### src/rtl/ptp_pin_pkg.sv
package ptp_pin_pkg;
  localparam int unsigned BUS_W = 32;
  localparam int unsigned ADR_W = 3;

  typedef enum logic [ADR_W-1:0] {
    A_CTRL    = 3'd0,
    A_START_L = 3'd1,
    A_START_H = 3'd2,
    A_PERIOD  = 3'd3,
    A_TS_L    = 3'd4,
    A_TS_H    = 3'd5,
    A_STAT    = 3'd6
  } reg_addr_e;

  localparam int unsigned CTRL_DIR = 0;
  localparam int unsigned CTRL_RUN = 1;
endpackage

### src/rtl/ptp_pin_sync.sv
module ptp_pin_sync #(
  parameter int unsigned STAGES = 2
) (
  input  logic clk_i,
  input  logic rst_ni,
  input  logic pin_i,
  output logic edge_o
);
  logic [STAGES-1:0] sync_q;
  logic              prev_q;

  always_ff @(posedge clk_i or negedge rst_ni) begin
    if (!rst_ni) begin
      sync_q <= '0;
      prev_q <= 1'b0;
    end else begin
      sync_q <= {sync_q[STAGES-2:0], pin_i};
      prev_q <= sync_q[STAGES-1];
    end
  end

  assign edge_o = sync_q[STAGES-1] ^ prev_q;
endmodule

### src/rtl/ptp_pin_capture.sv
module ptp_pin_capture #(
  parameter int unsigned TS_W = 64,
  parameter int unsigned LAT  = 16
) (
  input  logic            clk_i,
  input  logic            rst_ni,
  input  logic [TS_W-1:0] ptp_time_i,
  input  logic            edge_i,
  input  logic            arm_i,
  input  logic            clr_i,
  input  logic            rd_i,
  output logic [TS_W-1:0] ts_o,
  output logic            new_o,
  output logic            ovr_o
);
  logic            cap;
  logic [TS_W-1:0] ts_q;
  logic            new_q, ovr_q;

  assign cap = edge_i & arm_i;

  always_ff @(posedge clk_i or negedge rst_ni) begin
    if (!rst_ni) begin
      ts_q  <= '0;
      new_q <= 1'b0;
      ovr_q <= 1'b0;
    end else if (clr_i) begin
      ts_q  <= '0;
      new_q <= 1'b0;
      ovr_q <= 1'b0;
    end else if (cap) begin
      ts_q  <= ptp_time_i - TS_W'(LAT);
      new_q <= 1'b1;
      ovr_q <= new_q & ~rd_i;
    end else if (rd_i) begin
      new_q <= 1'b0;
      ovr_q <= 1'b0;
    end
  end

  assign ts_o  = ts_q;
  assign new_o = new_q;
  assign ovr_o = ovr_q;

  AST_OVR_WITH_NEW: assert property (@(posedge clk_i) disable iff (!rst_ni)
    ovr_q |-> new_q);
  AST_READ_CLEARS: assert property (@(posedge clk_i) disable iff (!rst_ni)
    (rd_i && !cap) |=> (!new_q && !ovr_q));
  AST_OVR_RISE: assert property (@(posedge clk_i) disable iff (!rst_ni)
    $rose(ovr_q) |-> $past(new_q));
endmodule

### src/rtl/ptp_pin_wavegen.sv
module ptp_pin_wavegen #(
  parameter int unsigned TS_W = 64
) (
  input  logic            clk_i,
  input  logic            rst_ni,
  input  logic [TS_W-1:0] ptp_time_i,
  input  logic            en_i,
  input  logic [TS_W-1:0] start_i,
  input  logic [TS_W-1:0] half_i,
  output logic            wave_o
);
  logic            running_q, pin_q;
  logic [TS_W-1:0] next_q;
  logic            due;

  assign due = (ptp_time_i >= next_q);

  always_ff @(posedge clk_i or negedge rst_ni) begin
    if (!rst_ni) begin
      running_q <= 1'b0;
      pin_q     <= 1'b0;
      next_q    <= '0;
    end else if (!en_i) begin
      running_q <= 1'b0;
      pin_q     <= 1'b0;
    end else if (!running_q) begin
      if (ptp_time_i >= start_i) begin
        running_q <= 1'b1;
        pin_q     <= 1'b1;
        next_q    <= start_i + half_i;
      end
    end else if (due) begin
      pin_q  <= ~pin_q;
      next_q <= next_q + half_i;
    end
  end

  assign wave_o = pin_q;

  AST_PRESTART_LOW: assert property (@(posedge clk_i) disable iff (!rst_ni)
    !running_q |-> !pin_q);
  AST_FLIP_ON_DEADLINE: assert property (@(posedge clk_i) disable iff (!rst_ni)
    (en_i && running_q && due) |=> (pin_q != $past(pin_q)));
endmodule

### src/rtl/ptp_pin_unit.sv
module ptp_pin_unit
  import ptp_pin_pkg::*;
#(
  parameter int unsigned TS_W     = 64,
  parameter int unsigned SYNC_STG = 2,
  parameter int unsigned LAT      = 16
) (
  input  logic              clk_i,
  input  logic              rst_ni,
  input  logic [TS_W-1:0]   ptp_time_i,
  input  logic              pin_i,
  output logic              pin_o,
  output logic              pin_oe_o,
  input  logic              bus_req_i,
  input  logic              bus_we_i,
  input  logic [ADR_W-1:0]  bus_addr_i,
  input  logic [BUS_W-1:0]  bus_wdata_i,
  output logic [BUS_W-1:0]  bus_rdata_o
);
  localparam int unsigned HI_W = TS_W - BUS_W;

  logic              dir_q, run_q;
  logic [TS_W-1:0]   start_q;
  logic [BUS_W-1:0]  period_q;
  logic [TS_W-1:0]   half;
  logic              wr, rd_hi, mode_chg;
  logic              edge_s, wave;
  logic [TS_W-1:0]   ts;
  logic              ts_new, ts_ovr;

  assign wr       = bus_req_i & bus_we_i;
  assign rd_hi    = bus_req_i & ~bus_we_i & (bus_addr_i == A_TS_H);
  assign mode_chg = wr & (bus_addr_i == A_CTRL) & (bus_wdata_i[CTRL_DIR] != dir_q);
  assign half     = TS_W'(period_q >> 1);

  always_ff @(posedge clk_i or negedge rst_ni) begin
    if (!rst_ni) begin
      dir_q    <= 1'b0;
      run_q    <= 1'b0;
      start_q  <= '0;
      period_q <= '0;
    end else if (wr) begin
      case (bus_addr_i)
        A_CTRL: begin
          dir_q <= bus_wdata_i[CTRL_DIR];
          run_q <= mode_chg ? 1'b0 : bus_wdata_i[CTRL_RUN];
        end
        A_START_L: start_q[BUS_W-1:0]    <= bus_wdata_i;
        A_START_H: start_q[TS_W-1:BUS_W] <= bus_wdata_i[HI_W-1:0];
        A_PERIOD:  period_q              <= bus_wdata_i;
        default: ;
      endcase
    end
  end

  ptp_pin_sync #(.STAGES(SYNC_STG)) u_sync (
    .clk_i (clk_i),
    .rst_ni(rst_ni),
    .pin_i (pin_i),
    .edge_o(edge_s)
  );

  ptp_pin_capture #(.TS_W(TS_W), .LAT(LAT)) u_cap (
    .clk_i     (clk_i),
    .rst_ni    (rst_ni),
    .ptp_time_i(ptp_time_i),
    .edge_i    (edge_s),
    .arm_i     (~dir_q),
    .clr_i     (mode_chg),
    .rd_i      (rd_hi),
    .ts_o      (ts),
    .new_o     (ts_new),
    .ovr_o     (ts_ovr)
  );

  ptp_pin_wavegen #(.TS_W(TS_W)) u_wave (
    .clk_i     (clk_i),
    .rst_ni    (rst_ni),
    .ptp_time_i(ptp_time_i),
    .en_i      (dir_q & run_q),
    .start_i   (start_q),
    .half_i    (half),
    .wave_o    (wave)
  );

  assign pin_oe_o = dir_q;
  assign pin_o    = wave & dir_q & run_q;

  always_comb begin
    bus_rdata_o = '0;
    case (bus_addr_i)
      A_CTRL:    bus_rdata_o = BUS_W'({run_q, dir_q});
      A_START_L: bus_rdata_o = start_q[BUS_W-1:0];
      A_START_H: bus_rdata_o = BUS_W'(start_q[TS_W-1:BUS_W]);
      A_PERIOD:  bus_rdata_o = period_q;
      A_TS_L:    bus_rdata_o = ts[BUS_W-1:0];
      A_TS_H:    bus_rdata_o = BUS_W'(ts[TS_W-1:BUS_W]);
      A_STAT:    bus_rdata_o = BUS_W'({ts_ovr, ts_new});
      default:   bus_rdata_o = '0;
    endcase
  end

  AST_IN_MODE_LOW: assert property (@(posedge clk_i) disable iff (!rst_ni)
    !pin_oe_o |-> !pin_o);
  AST_OUT_MODE_NO_CAP: assert property (@(posedge clk_i) disable iff (!rst_ni)
    pin_oe_o |=> $stable(ts));
  AST_MODE_CLEARS: assert property (@(posedge clk_i) disable iff (!rst_ni)
    mode_chg |=> (ts == '0 && !ts_new && !ts_ovr && !run_q));
endmodule

### config.mk
export PLATFORM = sky130hd
export DESIGN_NAME = ptp_pin_unit
export DESIGN_NICKNAME = d
export VERILOG_FILES = /design/src/rtl/ptp_pin_pkg.sv /design/src/rtl/ptp_pin_sync.sv /design/src/rtl/ptp_pin_capture.sv /design/src/rtl/ptp_pin_wavegen.sv /design/src/rtl/ptp_pin_unit.sv
export SDC_FILE = /design/constraint.sdc
export NUM_CORES = 1
export LEC_CHECK = 0
export BUFFER_PORTS_ARGS = -buffer_cell sky130_fd_sc_hd__buf_2
export CAP_MARGIN = 30
export CORE_MARGIN = 4
export CORE_UTILIZATION = 40
export CTS_BUF_LIST = sky130_fd_sc_hd__clkbuf_16
export DETAILED_ROUTE_END_ITERATION = 8
export HOLD_SLACK_MARGIN = 0.1
export PLACE_DENSITY = 0.56
export SLEW_MARGIN = 20
export SYNTH_ARGS = -nofsm -noshare
export SYNTH_HDL_FRONTEND = slang
export SYNTH_HIERARCHICAL = 1
export SYNTH_SLANG_ARGS = --single-unit
### constraint.sdc
create_clock -name clk_i -period 5.6 [get_ports clk_i]
set_clock_uncertainty 0.1 [all_clocks]
set_input_delay 0.28 -clock clk_i [delete_from_list [all_inputs] [get_ports clk_i]]
set_output_delay 0.28 -clock clk_i [all_outputs]
set_load 0.01 [all_outputs]
## Word level (Yosys, flattened, before mapping)

Index checks and enable logic that the tools add are counted.

| storage, ports and cells | value |
|---|---|
| flip-flop bits (word level) | 233 |
| input port bits | 104 |
| output and inout port bits | 34 |
| logic and storage cells | 72 |

| operators by class | value |
|---|---|
| $add $sub $neg | 3 |
| magnitude comparators | 2 |
| equality and inequality tests | 10 |
| multiplexer cells | 19 |
| bitwise gates (word level) | 15 |
| reduce and logical (&&, ||, !) cells | 10 |

Operators with widths:

| operator | count |
|---|---|
| 2-to-1 mux 64 bit | 5 |
| case mux 32 bit (7 select lines) | 1 |
| adder 64 x 31 -> 64 bit | 2 |
| greater-or-equal comparator 64 bit | 2 |
| subtractor 64 x 5 -> 64 bit (second input constant) | 1 |
| 2-to-1 mux 1 bit | 13 |
| AND 1 bit | 10 |
| AND reduction 2 bit | 5 |
| == test 3 bit (second input constant) | 3 |
| == test 3 x 2 -> 1 bit (second input constant) | 2 |
| inequality test 3 bit (second input constant) | 2 |
| NOT 1 bit | 4 |
| nonzero test 2 bit | 2 |
| == test 3 x 1 -> 1 bit (second input constant) | 1 |
| zero test 3 bit | 1 |
| AND reduction 3 bit | 1 |
| nonzero test 3 bit | 1 |
| inequality test 2 bit (second input constant) | 1 |
| inequality test 1 bit | 1 |
| bitwise XOR 1 bit | 1 |

## Logic depth before layout (Yosys ltp)

Gate-level depths: netlist of the first run.

| logic depth | value |
|---|---|
| word-level depth | 7 |
| mapped depth | 18 |
| depth with buffers taken out | 14 |

## Modules after synthesis

Netlist of the first run, hierarchy kept.

By module, submodules not included:

| module | instances | cells an instance | area an instance (µm²) | sequential area each (µm²) |
|---|---|---|---|---|
| ptp_pin_wavegen | 1 | 1324 | 9758.1 | 1651.6 |
| ptp_pin_unit | 1 | 389 | 4982.3 | 2452.4 |
| ptp_pin_capture | 1 | 442 | 3886.2 | 1651.6 |
| ptp_pin_sync | 1 | 4 | 83.8 | 75.1 |

## Worst setup path after synthesis of the first run

OpenSTA, ideal clock, no wires.

| path | value |
|---|---|
| path type | register to register |
| start | register u_wave.running_q |
| end | register u_wave.next_q[62] |
| setup time | 0.131 ns |
| arrival | 3.679 ns |
| required time | 5.369 ns |
| slack | 1.689 ns |
| stages on the path, launching flop included | 17 |
| path buffers | 2 |
| period minus slack after synthesis | 3.911 ns |
| cell sequence | dfrtp_1 > clkbuf_1 > clkbuf_1 > mux2_2 > ha_1 > fa_1 > a21oi_1 > o21ai_1 > o211ai_1 > a21oi_1 > or3_1 > o21ai_2 > o41a_2 > o21ai_2 > a221oi_2 > xor2_1 > o21ai_1 |

| on the way | value |
|---|---|
| word-level cells in the longest chain between the ends | 2 |
| elaborated cells between the ends (all ways) | 4 |
| classes of those cells | eq/ne: 1; mux: 1; reduce/logical: 2 |

Ends and longest elaborated chain:

| what | line | source |
|---|---|---|
| from (decl) | ptp_pin_wavegen.sv:12 | `logic running_q, pin_q;` |
| from (signal assigned) | ptp_pin_wavegen.sv:20 | `running_q <= 1'b0;` |
| from (signal assigned) | ptp_pin_wavegen.sv:24 | `running_q <= 1'b0;` |
| from (signal assigned) | ptp_pin_wavegen.sv:28 | `running_q <= 1'b1;` |
| inequality test 2 bit (no source line) / nonzero test 2 bit (equally long branches) | -- |  |
| AND reduction 3 bit (no source line) | -- |  |
| to (signal assigned) | ptp_pin_wavegen.sv:30 | `next_q <= start_i + half_i;` |
| to (signal assigned) | ptp_pin_wavegen.sv:34 | `next_q <= next_q + half_i;` |
| to (decl) | ptp_pin_wavegen.sv:13 | `logic [TS_W-1:0] next_q;` |

Several ways; a longest one is shown, not always the timed one.
A chain may end at the register's enable or synchronous reset.

## Final worst setup path of the first run

| path | value |
|---|---|
| start | register u_wave.running_q |
| end | register u_wave.next_q[60] |

The elaborated chain is that of the path after synthesis.

==> results of run 1 <==
kinds of logic after synthesis:
logic type | share of synthesized area
and+or+nand+nor | 0.164
AOI/OAI and AO/OA | 0.212
buffers and inverters | 0.0561
DFF | 0.312
adders and majority gates | 0.129
muxes | 0.0821
xor gates and xnor gates | 0.0449
other | 0.000200
area by class of cell:
cell class	instances	area, sq um
Fill cell	4404	23700
Multi-Input combinational cell	1705	12000
Sequential cell	233	5830
Timing Repair Buffer	260	1910
Tap cell	600	751
Clock buffer	29	726
Inverter	143	537
Clock inverter	25	260
Antenna cell	3	7.51
registers in the layout, summed over array words and instances (netlist names):
name	count
u_wave/next_q	64
u_wave/wave_o	1
pin_oe_o	1
run_q	1
start_q	64
u_wave/running_q	1
u_sync/sync_q	2
u_sync/prev_q	1
u_cap/new_o	1
u_cap/ts_o	64
period_q	32
u_cap/ovr_o	1
worst min-delay path, cell delays in order:
cell and delay (ns):
buf_2 0.09, or4_1 0.23, mux2_2 0.19
routing by layer:
metal / global-route usage / wire, um / vias up
met1: 0.374 / 30800 / 8642
met4: 0.106 / 3390 / 0
li1: - / - / 8298
met5: 0 / 0 / -
met2: 0.447 / 32400 / 733
met3: 0.0442 / 5510 / 152
worst max-delay path by stage:
stage                        end  slack (ns)  depth (start not counted)
4_1_cts        u_wave/next_q[60]        1.12                         15
6_report       u_wave/next_q[60]         1.0                         15
2_1_floorplan  u_wave/next_q[62]        1.69                         16
5_1_grt        u_wave/next_q[60]        0.85                         15
3_3_place_gp   u_wave/next_q[60]        1.15                         15
3_5_place_dp   u_wave/next_q[60]        1.14                         15
power groups by stage:
stage | Combinational [mW] | Clock [mW] | Sequential, mW
after detailed placement | 3.91 | 0 | 2.69
after CTS | 4.00 | 2.02 | 2.66
after global placement | 3.83 | 0 | 2.68
after floorplan | 2.87 | 0 | 2.46
after global routing | 4.57 | 2.09 | 2.72
final | 4.12 | 1.99 | 2.67
cell usage in the layout, fill, tap and decap left out, drive strengths merged, types with 11 or more instances in the layout:
cell / n
clkbuf: 29
a221o: 18
a31oi: 30
a21oi: 129
or2: 20
nor2b: 13
nor3: 36
o21ai: 209
dlygate4sd3: 103
mux2: 107
a221oi: 22
o2bb2ai: 13
nand4: 50
xor2: 42
nand2b: 11
nand2: 263
inv: 153
ha: 192
nor4: 28
dfrtp: 233
o21a: 11
o211ai: 22
o21bai: 15
a21o: 70
conb: 33
mux2i: 33
nor2: 86
or4: 22
xnor2: 54
buf: 157
nand3: 46
==> impl_results.md, run 1 <==
- Clock power share: 0.226
- CP arrival: 4.95 ns
- Max Fanout on Critical Path: 46
- Crit path cell chain: mux2_2 > ha_1 > fa_1 > a21oi_1 > o21ai_1 > o211ai_1 > a21boi_0 > nor2_1 > o21ai_1 > a211oi_2 > buf_4 > o21ai_1 > a41o_1 > xnor2_1 > o21ai_0
- Share of layout cells above drive strength 1: 0.130
- CTS tree: yes
- FFs w/ async S/R, synth: 1.00
- CTS Buf Count: 29
- DP Worst Slack: 1.14 ns
- Min-Delay Endpoint: pin_oe_o
- PostCTS Resize Cnt: 0
- HP Class: in2reg
- Die Y: 224 um
- Post-CTS setup buffers: 0
- Synth Instances: 2,159
- RR Startpoint: u_wave/running_q
- DRC errors left: 0
- Netlist Area Pre-Place: 18,700 sq um
- Hold_buf cts: 103
- Max incr delay on CP: 0.73 ns
- DR iter-0 viols: 1,842
- Cell count of the worst hold path: 3
- Wirelength per Cell: 24.0 um
- Area growth syn-to-layout: 17.7%
- Final WS setup: 0.996 ns
- H-tree depth: 1
- Final period utilization: 0.822
- Routed Antenna Nets: 0
- Worst Path Required: 5.95 ns
- Yosys top cell area share: 0.312
- Switching Share: 0.431
- Clock Path Buffers: 3
- Vias per cell: 5.95
- Buffers on Ports: 137
- Status: finished, final reports clean
- Crit path capture type: flop
- Mean Syn Cell Area: 8.67 sq um
- Most frequent cells after synthesis: 263 x nand2_1, 233 x dfrtp_1, 192 x ha_1
- Net switching power: 3.79 mW
- Reg2Reg Capture Point: u_wave/next_q[60]
- P_leak: 9.98 nW
- RSZ-0062 raised after global routing: no
- Type of origin of the critical path: flop
- Nets: 2,669
- Overall power: 8.78 mW
- WHS: 0.125 ns
- Clock-pin slew on the worst setup and hold paths: 0.06 ns
- Root buffer cell: clkbuf_16
- Starting density of the core: 0.409
- Die area: 50,300 sq um
- Finished Cell Area: 22,000 sq um
- Total Wirelength: 72,100 um
- CP max stage cell: dfrtp_4
- CP startpoint: u_wave/running_q
- Combinational power share: 0.470
- CP bufs+invs: 1
- GR Overflow Total: 0
- MaxCap Viol Count: 0
- Hpwl dp: 54,600 um
- Kind of critical path: reg2reg
- Dpl cells: 2,837
- Core Util, Final: 0.481
- Most area-consuming cells after synthesis: dfrtp_1 31%, ha_1 13%, nand2_1 5.3%, mux2_2 4.3%, o21ai_0 4.1%
- # IOs: 138
- GRT Total Usage: 0.276
- Seq/Total Area, Yosys: 0.312
- Number of global-route vias before repair: 17,441
- Flop and latch count out of synthesis: 233
- Post-DP Area: 20,000 sq um
- Via count: 17,825
- Final Non-Filler Cells: 2,998
- Most frequent CP cell: o21ai_1
- Int Power: 5.00 mW
- Pin count of the biggest net entering global routing: 125
- R2R cell count: 15
- Core region area: 45,800 sq um
- Count leader, synth: nand2_1
- Slew Limit Fails: 0
- Hold Startpoint: bus_addr_i[0]
- Ys flop type: dfrtp_1
- Final GP Congestion: 0.964
- Clock sinks: 233
- Worst skew pair latency: 0.59 ns
- Sequential share of power: 0.304
- Final setup TNS: 0 ns
- R2R Setup Slk: 1.0 ns
- Least-Margin Pin Slew: 1.03 ns
- Most area-hungry cell type in the Yosys netlist: dfrtp_1
- CP top delay family: compound AO/OA/AOI/OAI gates
- First-pass GRT wire length: 108,000 um
- Number of iterations in the first detailed-routing pass: 6
- Number of synthesized flops with an enable pin: 0
- Row count: 78
- Final Hold Viols: 0
- Die Wd: 224 um
- Initial antenna violation count: 3
- Achievable Freq: 0.217 GHz
- Slew headroom: 0.304
- Synth Warn #: 6
- Max IR drop VDD: 0.236 mV
- Pwr per Cell Area: 399 nW/um^2
- Cell variety after synth: 89
- Final Critical Period: 4.60 ns
- Setup-failing EPs final: 0
Note: power is estimated with default switching activity, not from simulation.
==> run 2: changes to the inputs <==
- PLACE_DENSITY: 0.56 -> 0.58
- clock period: 5.6 -> 4 ns (I/O delays scaled with it)
==> run 2 against run 1 <==
Net effect:
- via count up 2.9%
- critical path depth up 2
- combinational power up 59%
- highest routed layer is now met5
- worst hold slack better by 0.020 ns
- fmax up 17%
==> impl_results.md, run 2 (synthesis gave the netlist of run 1 again) <==
- Status: finished, final reports clean (unchanged)
- R2R Setup Slk: 0.05 ns (was 1.0 ns)
- Clock power share: 0.217 (was 0.226)
- Routed Antenna Nets: 0 (unchanged)
- Min-Delay Endpoint: u_cap/ts_o[43] (was pin_oe_o)
- Clock-pin slew on the worst setup and hold paths: 0.06 ns (about the same)
- Cell count of the worst hold path: 4 (was 3)
- Root buffer cell: clkbuf_16 (unchanged)
- Final GP Congestion: 0.986 (was 0.964)
- CP bufs+invs: 3 (was 1)
- Commonest non-fill, non-tap cell in the layout: nand2_1 (unchanged)
- Setup-failing EPs final: 0 (unchanged)
- Least-Margin Pin Slew: 0.984 ns (was 1.03 ns)
- MaxCap Viol Count: 0 (unchanged)
- Slew headroom: 0.338 (was 0.304)
- First-pass GRT wire length: 111,000 um (was 108,000 um)
- Slew Limit Fails: 0 (unchanged)
- Number of global-route vias before repair: 17,971 (was 17,441)
- Initial antenna violation count: 1 (was 3)
- RSZ-0062 raised after global routing: yes (was no)
- Combinational power share: 0.498 (was 0.470)
- Achievable Freq: 0.253 GHz (was 0.217 GHz)
- Die area: 50,300 sq um (unchanged)
- Clock sinks: 233 (unchanged)
- Pin count of the biggest net entering global routing: 109 (was 125)
- Switching Share: 0.426 (was 0.431)
- Final period utilization: 0.988 (was 0.822)
- CTS Buf Count: 29 (unchanged)
- Buffers on Ports: 137 (unchanged)
- Clock Path Buffers: 3 (unchanged)
- Int Power: 7.54 mW (was 5.00 mW)
- Number of iterations in the first detailed-routing pass: 5 (was 6)
- Met3 usage in global routing: 0.0561 (was 0.0442)
- DRC errors left: 0 (unchanged)
- Net switching power: 5.59 mW (was 3.79 mW)
- Final Critical Period: 3.95 ns (was 4.60 ns)
- CTS tree: yes (unchanged)
- CP max stage cell: dfrtp_4 (unchanged)
- Row count: 78 (unchanged)
- Max Fanout on Critical Path: 22 (was 46)
- P_leak: 10.6 nW (was 9.98 nW)
- Max IR drop VDD: 0.279 mV (was 0.236 mV)
- Area growth syn-to-layout: 24.7% (was 17.7%)
- Crit path cell chain: buf_12 > buf_4 > nand2_1 > o21ai_0 > ha_1 > a21oi_2 > o32ai_2 > o2111ai_2 > a41oi_2 > buf_4 > o2111ai_1 > nand2_1 > o311a_1 > a31oi_2 > xor2_2 > a21oi_1 > o22a_1 (was mux2_2 > ha_1 > fa_1 > a21oi_1 > o21ai_1 > o211ai_1 > a21boi_0 > nor2_1 > o21ai_1 > a211oi_2 > buf_4 > o21ai_1 > a41o_1 > xnor2_1 > o21ai_0)
- Max incr delay on CP: 0.51 ns (was 0.73 ns)
- Crit path capture type: flop (unchanged)
- Type of origin of the critical path: flop (unchanged)
- Vias per cell: 5.88 (was 5.95)
- Via count: 18,349 (was 17,825)
- RR Startpoint: u_wave/running_q (unchanged)
- Pwr per Cell Area: 563 nW/um^2 (was 399 nW/um^2)
- Antenna fix cells: 0 (was 3)
- Sequential share of power: 0.285 (was 0.304)
- Hpwl dp: 57,600 um (was 54,600 um)
- CP arrival: 4.32 ns (was 4.95 ns)
- Kind of critical path: reg2reg (unchanged)
- WHS: 0.145 ns (was 0.125 ns)
- Worst Path Required: 4.37 ns (was 5.95 ns)
- Starting density of the core: 0.409 (unchanged)
- Core region area: 45,800 sq um (unchanged)
- Die Y: 224 um (unchanged)
- # IOs: 138 (unchanged)
- Grt met1 use: 0.371 (was 0.374)
- GR Overflow Total: 0 (unchanged)
- Most frequent cells in the layout: 263 x nand2_1, 232 x dfrtp_1, 188 x ha_1 (was 263 x nand2_1, 232 x dfrtp_1, 192 x ha_1)
- CP top delay family: compound AO/OA/AOI/OAI gates (unchanged)
- Worst skew pair latency: 0.59 ns (about the same)
- HP Class: in2reg (unchanged)
- Die Wd: 224 um (unchanged)
- Final Hold Viols: 0 (unchanged)
- R2R cell count: 17 (was 15)
- H-tree depth: 1 (unchanged)
- DR iter-0 viols: 1,716 (was 1,842)
- Hold Startpoint: ptp_time_i[43] (was bus_addr_i[0])
- Total Wirelength: 74,100 um (was 72,100 um)
- Wirelength per Cell: 23.7 um (was 24.0 um)
- Nets: 2,793 (was 2,669)
- CP startpoint: u_wave/running_q (unchanged)
- Met2 Usage GRT: 0.459 (was 0.447)
- Share of layout cells above drive strength 1: 0.182 (was 0.130)
- GRT Total Usage: 0.284 (was 0.276)
- Reg2Reg Capture Point: u_wave/next_q[63] (was u_wave/next_q[60])
- GR peak layer: met2 (unchanged)
- Overall power: 13.1 mW (was 8.78 mW)
-- run 2: layer usage --
metal / routed length, um / share of wire
met1: 31200 / 0.42
met2: 33600 / 0.45
met3: 5240 / 0.071
met4: 3940 / 0.053
met5: 29 / 0.00039
-- run 2: worst reg2reg max path: stages (launching register included) --
cell and delay (ns):
dfrtp_4 0.51, buf_12 0.17, buf_4 0.19, nand2_1 0.05, o21ai_0 0.08, ha_1 0.39
a21oi_2 0.24, o32ai_2 0.14, o2111ai_2 0.24, a41oi_2 0.13, buf_4 0.17, o2111ai_1 0.10
nand2_1 0.15, o311a_1 0.42, a31oi_2 0.25, xor2_2 0.21, a21oi_1 0.09, o22a_1 0.19
-- run 2: timing repair --
item | in CTS | in global routing
hold buffers | 120 | 0
hold endpoints to repair | 269 | 0
gates resized for setup | 4 | 48
pin swaps | 0 | 27
setup endpoints to repair | 14 | 63
setup buffers | 0 | 4
-- run 2: final cells by class --
| cell class | instances | area, sq um |
|---|---|---|
| multi-input combinational | 1705 | 12200 |
| clock inverter | 25 | 294 |
| timing repair buffer | 384 | 2960 |
| tap | 600 | 751 |
| sequential | 233 | 5830 |
| clock buffer | 29 | 726 |
| inverter | 143 | 537 |
| fill | 4310 | 22400 |
-- run 2: power by group through the flow --
stage	combinational (mW)	sequential, mW	clock (mW)
5_1_grt	7.20	3.81	2.97
6_report	6.54	3.74	2.85
2_1_floorplan	4.02	3.45	0
4_1_cts	6.19	3.73	2.90
3_3_place_gp	5.90	3.75	0
3_5_place_dp	6.03	3.77	0
-- run 2: through the flow --
step / instances / TNS [ns] / setup slack (ns) / utilization / instance area [sq um]
4_1_cts: 3115 / 0 / 0.0169 / 0.504 / 23100
3_3_place_gp: 2941 / -0.00477 / -0.00477 / 0.455 / 20800
2_1_floorplan: 2191 / 0 / 0.0894 / - / 18800
3_5_place_dp: 2941 / 0 / 0.00269 / 0.455 / 20800
5_1_grt: 3119 / -0.239 / -0.121 / 0.510 / 23300
6_report: 3119 / 0 / 0.0493 / 0.510 / 23300
-- run 2: how the worst max path moves through the flow --
stage / slack [ns] / end / depth (start not counted)
detailed placement: 0.003 / u_wave/next_q[61] / 16
finish: 0.05 / u_wave/next_q[63] / 17
CTS: 0.02 / u_wave/next_q[62] / 16
floorplan: 0.09 / u_wave/next_q[62] / 16
global route: -0.12 / u_wave/next_q[63] / 17
global placement: -0.005 / u_wave/next_q[60] / 18
